### src/rtl/pds_pkg.sv
package pds_pkg;
  typedef enum logic [1:0] {
    PDS_OFF    = 2'd0,
    PDS_TOGGLE = 2'd1,
    PDS_NONINV = 2'd2,
    PDS_INV    = 2'd3
  } pds_mode_e;
endpackage

### src/rtl/pds_counter.sv
module pds_counter #(
  parameter int W = 8
) (
  input  logic         clk,
  input  logic         rst_n,
  input  logic         tick,
  input  logic [W-1:0] top_eff,
  output logic [W-1:0] cnt_q,
  output logic [W-1:0] cnt_n,
  output logic         dir_n
);
  localparam logic [W-1:0] ONE = W'(1);

  logic         dir_q;
  logic [W-1:0] step_cnt;
  logic         step_up;

  // next count: reverse at the ceiling, bounce at zero
  always_comb begin
    if (cnt_q >= top_eff) begin
      step_up  = 1'b0;
      step_cnt = (cnt_q == '0) ? '0 : cnt_q - ONE;
    end else if (cnt_q == '0) begin
      step_up  = 1'b1;
      step_cnt = ONE;
    end else if (dir_q) begin
      step_up  = 1'b1;
      step_cnt = cnt_q + ONE;
    end else begin
      step_up  = 1'b0;
      step_cnt = cnt_q - ONE;
    end
    cnt_n = tick ? step_cnt : cnt_q;
    dir_n = tick ? step_up  : dir_q;
  end

  always_ff @(posedge clk or negedge rst_n) begin
    if (!rst_n) begin
      cnt_q <= '0;
      dir_q <= 1'b1;
    end else begin
      cnt_q <= cnt_n;
      dir_q <= dir_n;
    end
  end
endmodule

### src/rtl/pds_compare.sv
module pds_compare #(
  parameter int W = 8
) (
  input  logic         clk,
  input  logic         rst_n,
  input  logic         tick,
  input  logic [W-1:0] cnt_q,
  input  logic [W-1:0] top_eff,
  input  logic         wr,
  input  logic [W-1:0] wdata,
  input  logic         clr,
  output logic [W-1:0] ocr_q,
  output logic [W-1:0] ocr_n,
  output logic         flag_q
);
  logic [W-1:0] hold_q, hold_n;
  logic         flag_n;
  logic         load, hit;

  always_comb begin
    load   = tick && (cnt_q == top_eff);
    hit    = tick && (cnt_q == ocr_q);
    hold_n = wr ? wdata : hold_q;
    ocr_n  = load ? hold_q : ocr_q;
    // a set in the same cycle as a clear wins
    if (hit)      flag_n = 1'b1;
    else if (clr) flag_n = 1'b0;
    else          flag_n = flag_q;
  end

  always_ff @(posedge clk or negedge rst_n) begin
    if (!rst_n) begin
      hold_q <= '0;
      ocr_q  <= '0;
      flag_q <= 1'b0;
    end else begin
      hold_q <= hold_n;
      ocr_q  <= ocr_n;
      flag_q <= flag_n;
    end
  end
endmodule

### src/rtl/pds_wave.sv
module pds_wave
  import pds_pkg::*;
#(
  parameter int W = 8
) (
  input  logic         clk,
  input  logic         rst_n,
  input  logic         tick,
  input  pds_mode_e    mode,
  input  logic [W-1:0] cnt_n,
  input  logic         dir_n,
  input  logic [W-1:0] ocr_n,
  input  logic [W-1:0] top_n,
  output logic         wave_q
);
  logic lvl, sel, wave_n;

  always_comb begin
    // level of the normal waveform at the count being entered
    if (ocr_n == '0)        lvl = 1'b0;
    else if (ocr_n >= top_n) lvl = 1'b1;
    else if (dir_n)          lvl = (cnt_n <  ocr_n);
    else                     lvl = (cnt_n <= ocr_n);

    unique case (mode)
      PDS_OFF:    sel = 1'b0;
      PDS_TOGGLE: sel = wave_q ^ (cnt_n == ocr_n);
      PDS_NONINV: sel = lvl;
      PDS_INV:    sel = ~lvl;
      default:    sel = 1'b0;
    endcase
    wave_n = tick ? sel : wave_q;
  end

  always_ff @(posedge clk or negedge rst_n) begin
    if (!rst_n) wave_q <= 1'b0;
    else        wave_q <= wave_n;
  end
endmodule

### src/rtl/pwm_dual_slope.sv
module pwm_dual_slope
  import pds_pkg::*;
#(
  parameter int W = 8
) (
  input  logic         clk,
  input  logic         rst_n,
  input  logic         tick,
  input  logic [W-1:0] top_val,
  input  logic         top_from_cmp,
  input  logic         cmp_wr,
  input  logic [W-1:0] cmp_wdata,
  input  logic [1:0]   mode,
  input  logic         flag_clr,
  output logic         wave_out,
  output logic         match_flag
);
  logic [W-1:0] cnt_q, cnt_n;
  logic         dir_n;
  logic [W-1:0] ocr_q, ocr_n;
  logic [W-1:0] top_eff, top_n;

  assign top_eff = top_from_cmp ? ocr_q : top_val;
  assign top_n   = top_from_cmp ? ocr_n : top_val;

  pds_counter #(.W(W)) u_cnt (
    .clk(clk), .rst_n(rst_n), .tick(tick), .top_eff(top_eff),
    .cnt_q(cnt_q), .cnt_n(cnt_n), .dir_n(dir_n)
  );

  pds_compare #(.W(W)) u_cmp (
    .clk(clk), .rst_n(rst_n), .tick(tick), .cnt_q(cnt_q), .top_eff(top_eff),
    .wr(cmp_wr), .wdata(cmp_wdata), .clr(flag_clr),
    .ocr_q(ocr_q), .ocr_n(ocr_n), .flag_q(match_flag)
  );

  pds_wave #(.W(W)) u_wave (
    .clk(clk), .rst_n(rst_n), .tick(tick), .mode(pds_mode_e'(mode)),
    .cnt_n(cnt_n), .dir_n(dir_n), .ocr_n(ocr_n), .top_n(top_n),
    .wave_q(wave_out)
  );
endmodule

### config.mk
export PLATFORM = sky130hd
export DESIGN_NAME = pwm_dual_slope
export DESIGN_NICKNAME = d
export VERILOG_FILES = /design/src/rtl/pds_pkg.sv /design/src/rtl/pds_counter.sv /design/src/rtl/pds_compare.sv /design/src/rtl/pds_wave.sv /design/src/rtl/pwm_dual_slope.sv
export SDC_FILE = /design/constraint.sdc
export NUM_CORES = 1
export LEC_CHECK = 0
export CORE_UTILIZATION = 31
export CTS_BUF_LIST = sky130_fd_sc_hd__clkbuf_16
export DETAILED_ROUTE_END_ITERATION = 16
export SETUP_SLACK_MARGIN = 0.15
export SYNTH_ARGS = -nofsm -noshare
export SYNTH_HDL_FRONTEND = slang
export SYNTH_HIERARCHICAL = 1
export SYNTH_SLANG_ARGS = --single-unit
### constraint.sdc
create_clock -name clk -period 6.45 [get_ports clk]
set_input_delay 0.645 -clock clk [delete_from_list [all_inputs] [get_ports clk]]
set_output_delay 0.645 -clock clk [all_outputs]
set_load 0.05 [all_outputs]
==> flow_metrics.env, run 1 <==
export IMPL_yosys_warnings=6
export IMPL_dieArea_um2=8090
export IMPL_final_cell_mix="inv_1, mux2_2, ha_1"
export IMPL_hold_path_startpoint="u_cmp/hold_q[0]"
export IMPL_fin_util_pct=38.2
export IMPL_syn_nets=285
export IMPL_detail_route_wl_per_cell_um=14.7
export IMPL_grtUsageTotal_pct=13.5
export IMPL_clock_skew_ns=0.00251
export IMPL_yosys_area_top_type="dfrtp_1"
export IMPL_min_path_cells=1
export IMPL_drc=0
export IMPL_cts_path_max_buffers=2
export IMPL_cp_required_ns=6.60
export IMPL_cts_setup_buffers=0
export IMPL_core_area_um2=7370
export IMPL_synth_area_leaders="dfrtp_1, ha_1, mux2_2, mux2_4, inv_1"
export IMPL_place_gp_congestion=0.879
export IMPL_netlist_area_um2=2400
export IMPL_ctsResizeCount=0
export IMPL_grt_first_pass_wirelength_mm=8.74
export IMPL_worst_pin_slew_ns=0.578
export IMPL_timing_rr_start="u_cmp/ocr_q[2]"
export IMPL_setup_tns_ns=0
export IMPL_path_class="primary input to flop"
export IMPL_grt_pass1_vias=1761
export IMPL_async_flop_share_pct=100
export IMPL_grt_overflow=0
export IMPL_p_leak_nw=1.21
export IMPL_clock_latency_ns=0.26
export IMPL_fmax_ghz=0.218
export IMPL_hold_class="flop to flop"
export IMPL_hold_violations=0
export IMPL_via_per_inst=4.95
export IMPL_r2r_end="u_wave/wave_q"
export IMPL_dp_hpwl_mm=4.13
export IMPL_ys_ff_latch=27
export IMPL_cts_buffers=3
export IMPL_vias=1776
export IMPL_syn_inst=234
export IMPL_drv_cap=0
export IMPL_nets=312
export IMPL_worstSetupEndpointType="flop"
export IMPL_ioPinCount=26
export IMPL_finalSetupViolCount=0
export IMPL_peakVddDrop_mv=0.193
export IMPL_clk_pin_slew_worst_paths_ns=0.07
export IMPL_total_power_mw=1.16
export IMPL_yosysSeqAreaShare_pct=28.2
export IMPL_drt_iter0_markers=43
export IMPL_cts_root_buf="clkbuf_16"
export IMPL_synth_distinct_cells=42
export IMPL_drt_total_wl_mm=5.29
export IMPL_cts_sinks=27
export IMPL_synth_edf_count=0
export IMPL_maxSlewViolCount=0
export IMPL_first_pass_iters=4
export IMPL_worstPathMaxFanout=16
export IMPL_multi_input_area_um2=1560
export IMPL_status="complete, no violations"
export IMPL_grt_max_degree=28
export IMPL_ant_nets=0
export IMPL_rr_worst_depth=15
export IMPL_syn_avg_cell_area_um2=10.3
export IMPL_period_minus_slack_ns=4.59
export IMPL_relSlewSlack_pct=61.4
export IMPL_initial_core_util_pct=32.5
export IMPL_mostFrequentLayoutCell="inv_1"
export IMPL_num_antenna_cells=0
export IMPL_arrival_ns=4.74
export IMPL_ctsHoldBuffers=0
export IMPL_rsz0062_at_grt="no"
export IMPL_antenna_found_initial=0
export IMPL_r2r_setup_slack_ns=2.64
export IMPL_p_per_area_nw_per_um2=411
export IMPL_port_buffers=25
export IMPL_synth_main_ff_cell="dfrtp_1"
export IMPL_drive_gt1_share_pct=20.8
export IMPL_die_w_um=90.0
export IMPL_syn2layout_area_growth_pct=17.3
export IMPL_row_count=31
export IMPL_holdPathEnd="u_cmp/hold_q[0]"
export IMPL_ff_latch_area_um2=677
export IMPL_startpoint_type="primary input"
export IMPL_synth_top_cell_area_share_pct=27.1
export IMPL_die_h_um=90.0
export IMPL_n_fill_cell=738
export IMPL_cts_tree="built"
export IMPL_htreeDepth=1
export IMPL_fin_crit_sh_pct=71.2
[layout make-up]
class | instances | share of cell area, %
clock buffers | 3 | 2.67
clock inverters | 1 | 0.178
repair buffers | 27 | 9.43
multi-input cells | 173 | 55.4
well taps | 99 | 4.40
flip-flops and latches | 27 | 24.1
inverters | 29 | 3.87
[stage by stage]
stage / instances / hold slack (ns) / setup WS (ns) / area [µm²]
2_1_floorplan: 234 / 0.349 / 2.45 / 2400
3_3_place_gp: 355 / 0.492 / 1.67 / 2730
3_5_place_dp: 355 / 0.496 / 1.58 / 2730
4_1_cts: 359 / 0.513 / 1.83 / 2810
5_1_grt: 359 / 0.533 / 1.57 / 2810
6_report: 359 / 0.506 / 1.86 / 2810
[state kept, by name, indices dropped and copies added (netlist names)]
signal / cells
u_cmp/hold_q: 8
u_cmp/ocr_q: 8
u_cnt/cnt_q: 8
u_cmp/flag_q: 1
u_cnt/dir_q: 1
u_wave/wave_q: 1
[cell usage after synthesis (3+ instances only)]
cell type  count
xor2_1         8
nand3_1        4
a21oi_1        8
nand4_1        9
nand2_1        8
ha_1          27
nor2_1        15
dfrtp_1       26
nor4_1         3
o21ai_0        5
inv_1         29
mux2i_1        8
xnor2_1        9
mux2_4        10
nor3_1         4
mux2_2        28
[cell families after synthesis]
| group | after synthesis | synth area share, % |
|---|---|---|
| AO/OA/AOI/OAI | 26 | 7.67 |
| AND/OR/NAND/NOR | 57 | 14.3 |
| adder cells (fa/ha/maj) | 27 | 14.1 |
| XOR/XNOR | 17 | 6.21 |
| flip-flops | 27 | 28.2 |
| buffers and inverters | 34 | 6.78 |
| multiplexers | 46 | 22.7 |
[power by group]
group | leakage (nW) | switching (mW) | internal, mW
registers | 0.335 | 0.107 | 0.225
clock network | 0.0409 | 0.0572 | 0.0836
logic | 0.833 | 0.347 | 0.337
[routing by layer]
| metal | GRT usage [%] | wire [µm] |
|---|---|---|
| met1 | 18.9 | 2590 |
| met2 | 22.2 | 2460 |
| met3 | 1.10 | 181 |
| met4 | 3.76 | 55 |
| met5 | 0 | 0 |
[critical path, stage by stage]
cell and delay (ns):
clkdlybuf4s50_1 0.46, buf_4 0.26, mux2_2 0.39, inv_1 0.06
ha_1 0.23, a211oi_1 0.22, o21ai_0 0.18, a31oi_2 0.46
mux2i_1 0.28, mux2_2 0.37, ha_1 0.31, nand4_1 0.16
nor3_1 0.28, nor3_2 0.07, o311ai_2 0.09, mux2i_1 0.21
nor2_1 0.06
[worst max-delay path by stage]
stage | from | endpoint | slack, ns | depth (start not counted)
6_report | top_from_cmp | u_wave/wave_q | 1.86 | 17
5_1_grt | top_from_cmp | u_wave/wave_q | 1.57 | 16
4_1_cts | top_from_cmp | u_wave/wave_q | 1.83 | 16
3_5_place_dp | top_from_cmp | u_wave/wave_q | 1.58 | 17
3_3_place_gp | top_from_cmp | u_wave/wave_q | 1.67 | 17
2_1_floorplan | top_from_cmp | u_wave/wave_q | 2.45 | 16
(Power assumes the default switching activity.)
==> inputs of run 2 (changes only) <==
==> constraint.sdc (replaced) <==
create_clock -name clk -period 4.2 [get_ports clk]
set_input_delay 0.42 -clock clk [delete_from_list [all_inputs] [get_ports clk]]
set_output_delay 0.42 -clock clk [all_outputs]
set_load 0.05 [all_outputs]
==> flow_metrics.env, run 2 (synthesis gave the netlist of run 1 again) <==
export IMPL_cts_tree="built"
export IMPL_row_count=31
export IMPL_cts_path_max_buffers=2
export IMPL_htreeDepth=1
export IMPL_ant_nets=0
export IMPL_dp_hpwl_mm=4.45
export IMPL_r2r_end="u_wave/wave_q"
export IMPL_cts_sinks=27
export IMPL_syn2layout_area_growth_pct=25.4
export IMPL_status="complete, no violations"
export IMPL_drt_total_wl_mm=5.57
export IMPL_drt_iter0_markers=56
export IMPL_first_pass_iters=4
export IMPL_hold_class="flop to flop"
export IMPL_fin_util_pct=40.8
export IMPL_critPathLaunch="top_val[6]"
export IMPL_cpLargestDelayFamily="multiplexers"
export IMPL_die_w_um=90.0
export IMPL_ctsHoldBuffers=0
export IMPL_mostFrequentLayoutCell="inv_1"
export IMPL_grt_max_degree=28
export IMPL_ioPinCount=26
export IMPL_path_class="primary input to flop"
export IMPL_hold_violations=0
export IMPL_total_power_mw=1.88
export IMPL_worstSetupEndpointType="flop"
export IMPL_relSlewSlack_pct=61.8
export IMPL_path_common_cell="ha_1"
export IMPL_p_per_area_nw_per_um2=626
export IMPL_arrival_ns=3.97
export IMPL_n_fill_cell=740
export IMPL_place_gp_congestion=0.860
export IMPL_core_area_um2=7370
export IMPL_max_stage_delay_ns=0.46
export IMPL_die_h_um=90.0
export IMPL_grt_overflow=0
export IMPL_drv_cap=0
export IMPL_multi_input_area_um2=1580
export IMPL_num_antenna_cells=0
export IMPL_top_regs="u_cmp/hold_q x8, u_cmp/ocr_q x8, u_cnt/cnt_q x8"
export IMPL_period_minus_slack_ns=3.82
export IMPL_detail_route_wl_per_cell_um=14.7
export IMPL_ff_latch_area_um2=677
export IMPL_switching_share_pct=43.1
export IMPL_r2r_setup_slack_ns=0.60
export IMPL_worst_pin_slew_ns=0.570
export IMPL_maxSlewViolCount=0
export IMPL_pwr_share_clk_pct=11.4
export IMPL_p_leak_nw=1.33
export IMPL_antenna_found_initial=0
export IMPL_worstPathMaxFanout=7
export IMPL_final_cell_mix="inv_1, mux2_2, ha_1"
export IMPL_cp_num_cells=16
export IMPL_fmax_ghz=0.262
export IMPL_nets=332
export IMPL_slowest_stage="clkdlybuf4s50_1"
export IMPL_peakVddDrop_mv=0.245
export IMPL_initial_core_util_pct=32.5
export IMPL_drc=0
export IMPL_clock_latency_ns=0.26
export IMPL_startpoint_type="primary input"
export IMPL_clock_skew_ns=0.00148
export IMPL_rsz0062_at_grt="no"
export IMPL_cts_root_buf="clkbuf_16"
export IMPL_cp_num_buf_inv=3
export IMPL_finalSetupViolCount=0
export IMPL_p_switching_uw=811
export IMPL_cp_cell_sequence="clkdlybuf4s50_1, mux2_4, inv_1, ha_1, a21oi_2, o2111ai_1, a31oi_2, buf_6, mux2i_2, mux2_2, ha_1, nand4_1, a21oi_1, o311ai_2, mux2i_1, nor2_1"
export IMPL_setup_worst_path_end="u_wave/wave_q"
export IMPL_cp_required_ns=4.35
export IMPL_port_buffers=25
export IMPL_clk_pin_slew_worst_paths_ns=0.06
export IMPL_vias=1829
export IMPL_power_frac_comb_pct=62.3
export IMPL_grt_pass1_vias=1877
export IMPL_dieArea_um2=8090
export IMPL_cts_buffers=3
export IMPL_via_per_inst=4.83
export IMPL_timing_rr_start="u_cmp/ocr_q[2]"
export IMPL_fin_crit_sh_pct=90.9
export IMPL_seqPwrFrac_pct=26.3
export IMPL_grtUsageTotal_pct=14.6
export IMPL_p_int_mw=1.07
export IMPL_drive_gt1_share_pct=27.5
export IMPL_grt_first_pass_wirelength_mm=9.51
export IMPL_rr_worst_depth=15
==> run 2: worst min path at each step <==
stage	startpoint	to	slack, ns	depth (start not counted)
6_report	u_cmp/hold_q[0]	u_cmp/hold_q[0]	0.51	1
5_1_grt	u_cmp/hold_q[0]	u_cmp/hold_q[0]	0.54	1
4_1_cts	u_cmp/hold_q[0]	u_cmp/hold_q[0]	0.52	1
3_5_place_dp	u_cmp/hold_q[0]	u_cmp/hold_q[0]	0.50	1
3_3_place_gp	u_cmp/hold_q[7]	u_cmp/hold_q[7]	0.49	1
2_1_floorplan	rst_n	u_cmp/flag_q	0.12	0
==> run 2: layout make-up <==
cell class                 count  area share, %
sequential                    27           22.5
timing repair buffer          47           14.4
multi-input combinational    173           52.7
clock inverter                 1          0.125
inverter                      29           3.62
clock buffer                   3           2.50
tap                           99           4.12
==> run 2: per-layer routing <==
metal | vias up | track usage [%] | wire length, µm
li1 | 928 | - | -
met1 | 869 | 20.1 | 2720
met2 | 26 | 24.0 | 2640
met3 | 6 | 1.10 | 116
met4 | 0 | 4.84 | 87
met5 | - | 0 | 0
==> run 2: what timing repair did <==
item                                    CTS  global route
gates resized for setup                   0             8
setup buffers                             0             1
endpoints found under the setup margin    0             1
==> run 2: metrics by stage <==
step                      instances  area (µm²)  hold WS, ns  setup slack (ns)  TNS, ns
after floorplan                 234        2400        0.124             0.430        0
after detailed placement        374        2890        0.502            -0.122   -0.122
after global placement          374        2890        0.492           -0.0332  -0.0332
after global routing            379        3010        0.537             0.167        0
after CTS                       378        2970        0.518             0.158        0
final                           379        3010        0.510             0.381        0
==> run 2: power by group through the flow <==
stage / Combinational (mW) / Clock [mW] / Sequential [mW]
6_report: 1.17 / 0.214 / 0.495
5_1_grt: 1.30 / 0.235 / 0.513
4_1_cts: 1.15 / 0.224 / 0.496
3_5_place_dp: 1.14 / 0 / 0.502
3_3_place_gp: 1.12 / 0 / 0.500
2_1_floorplan: 0.828 / 0 / 0.470
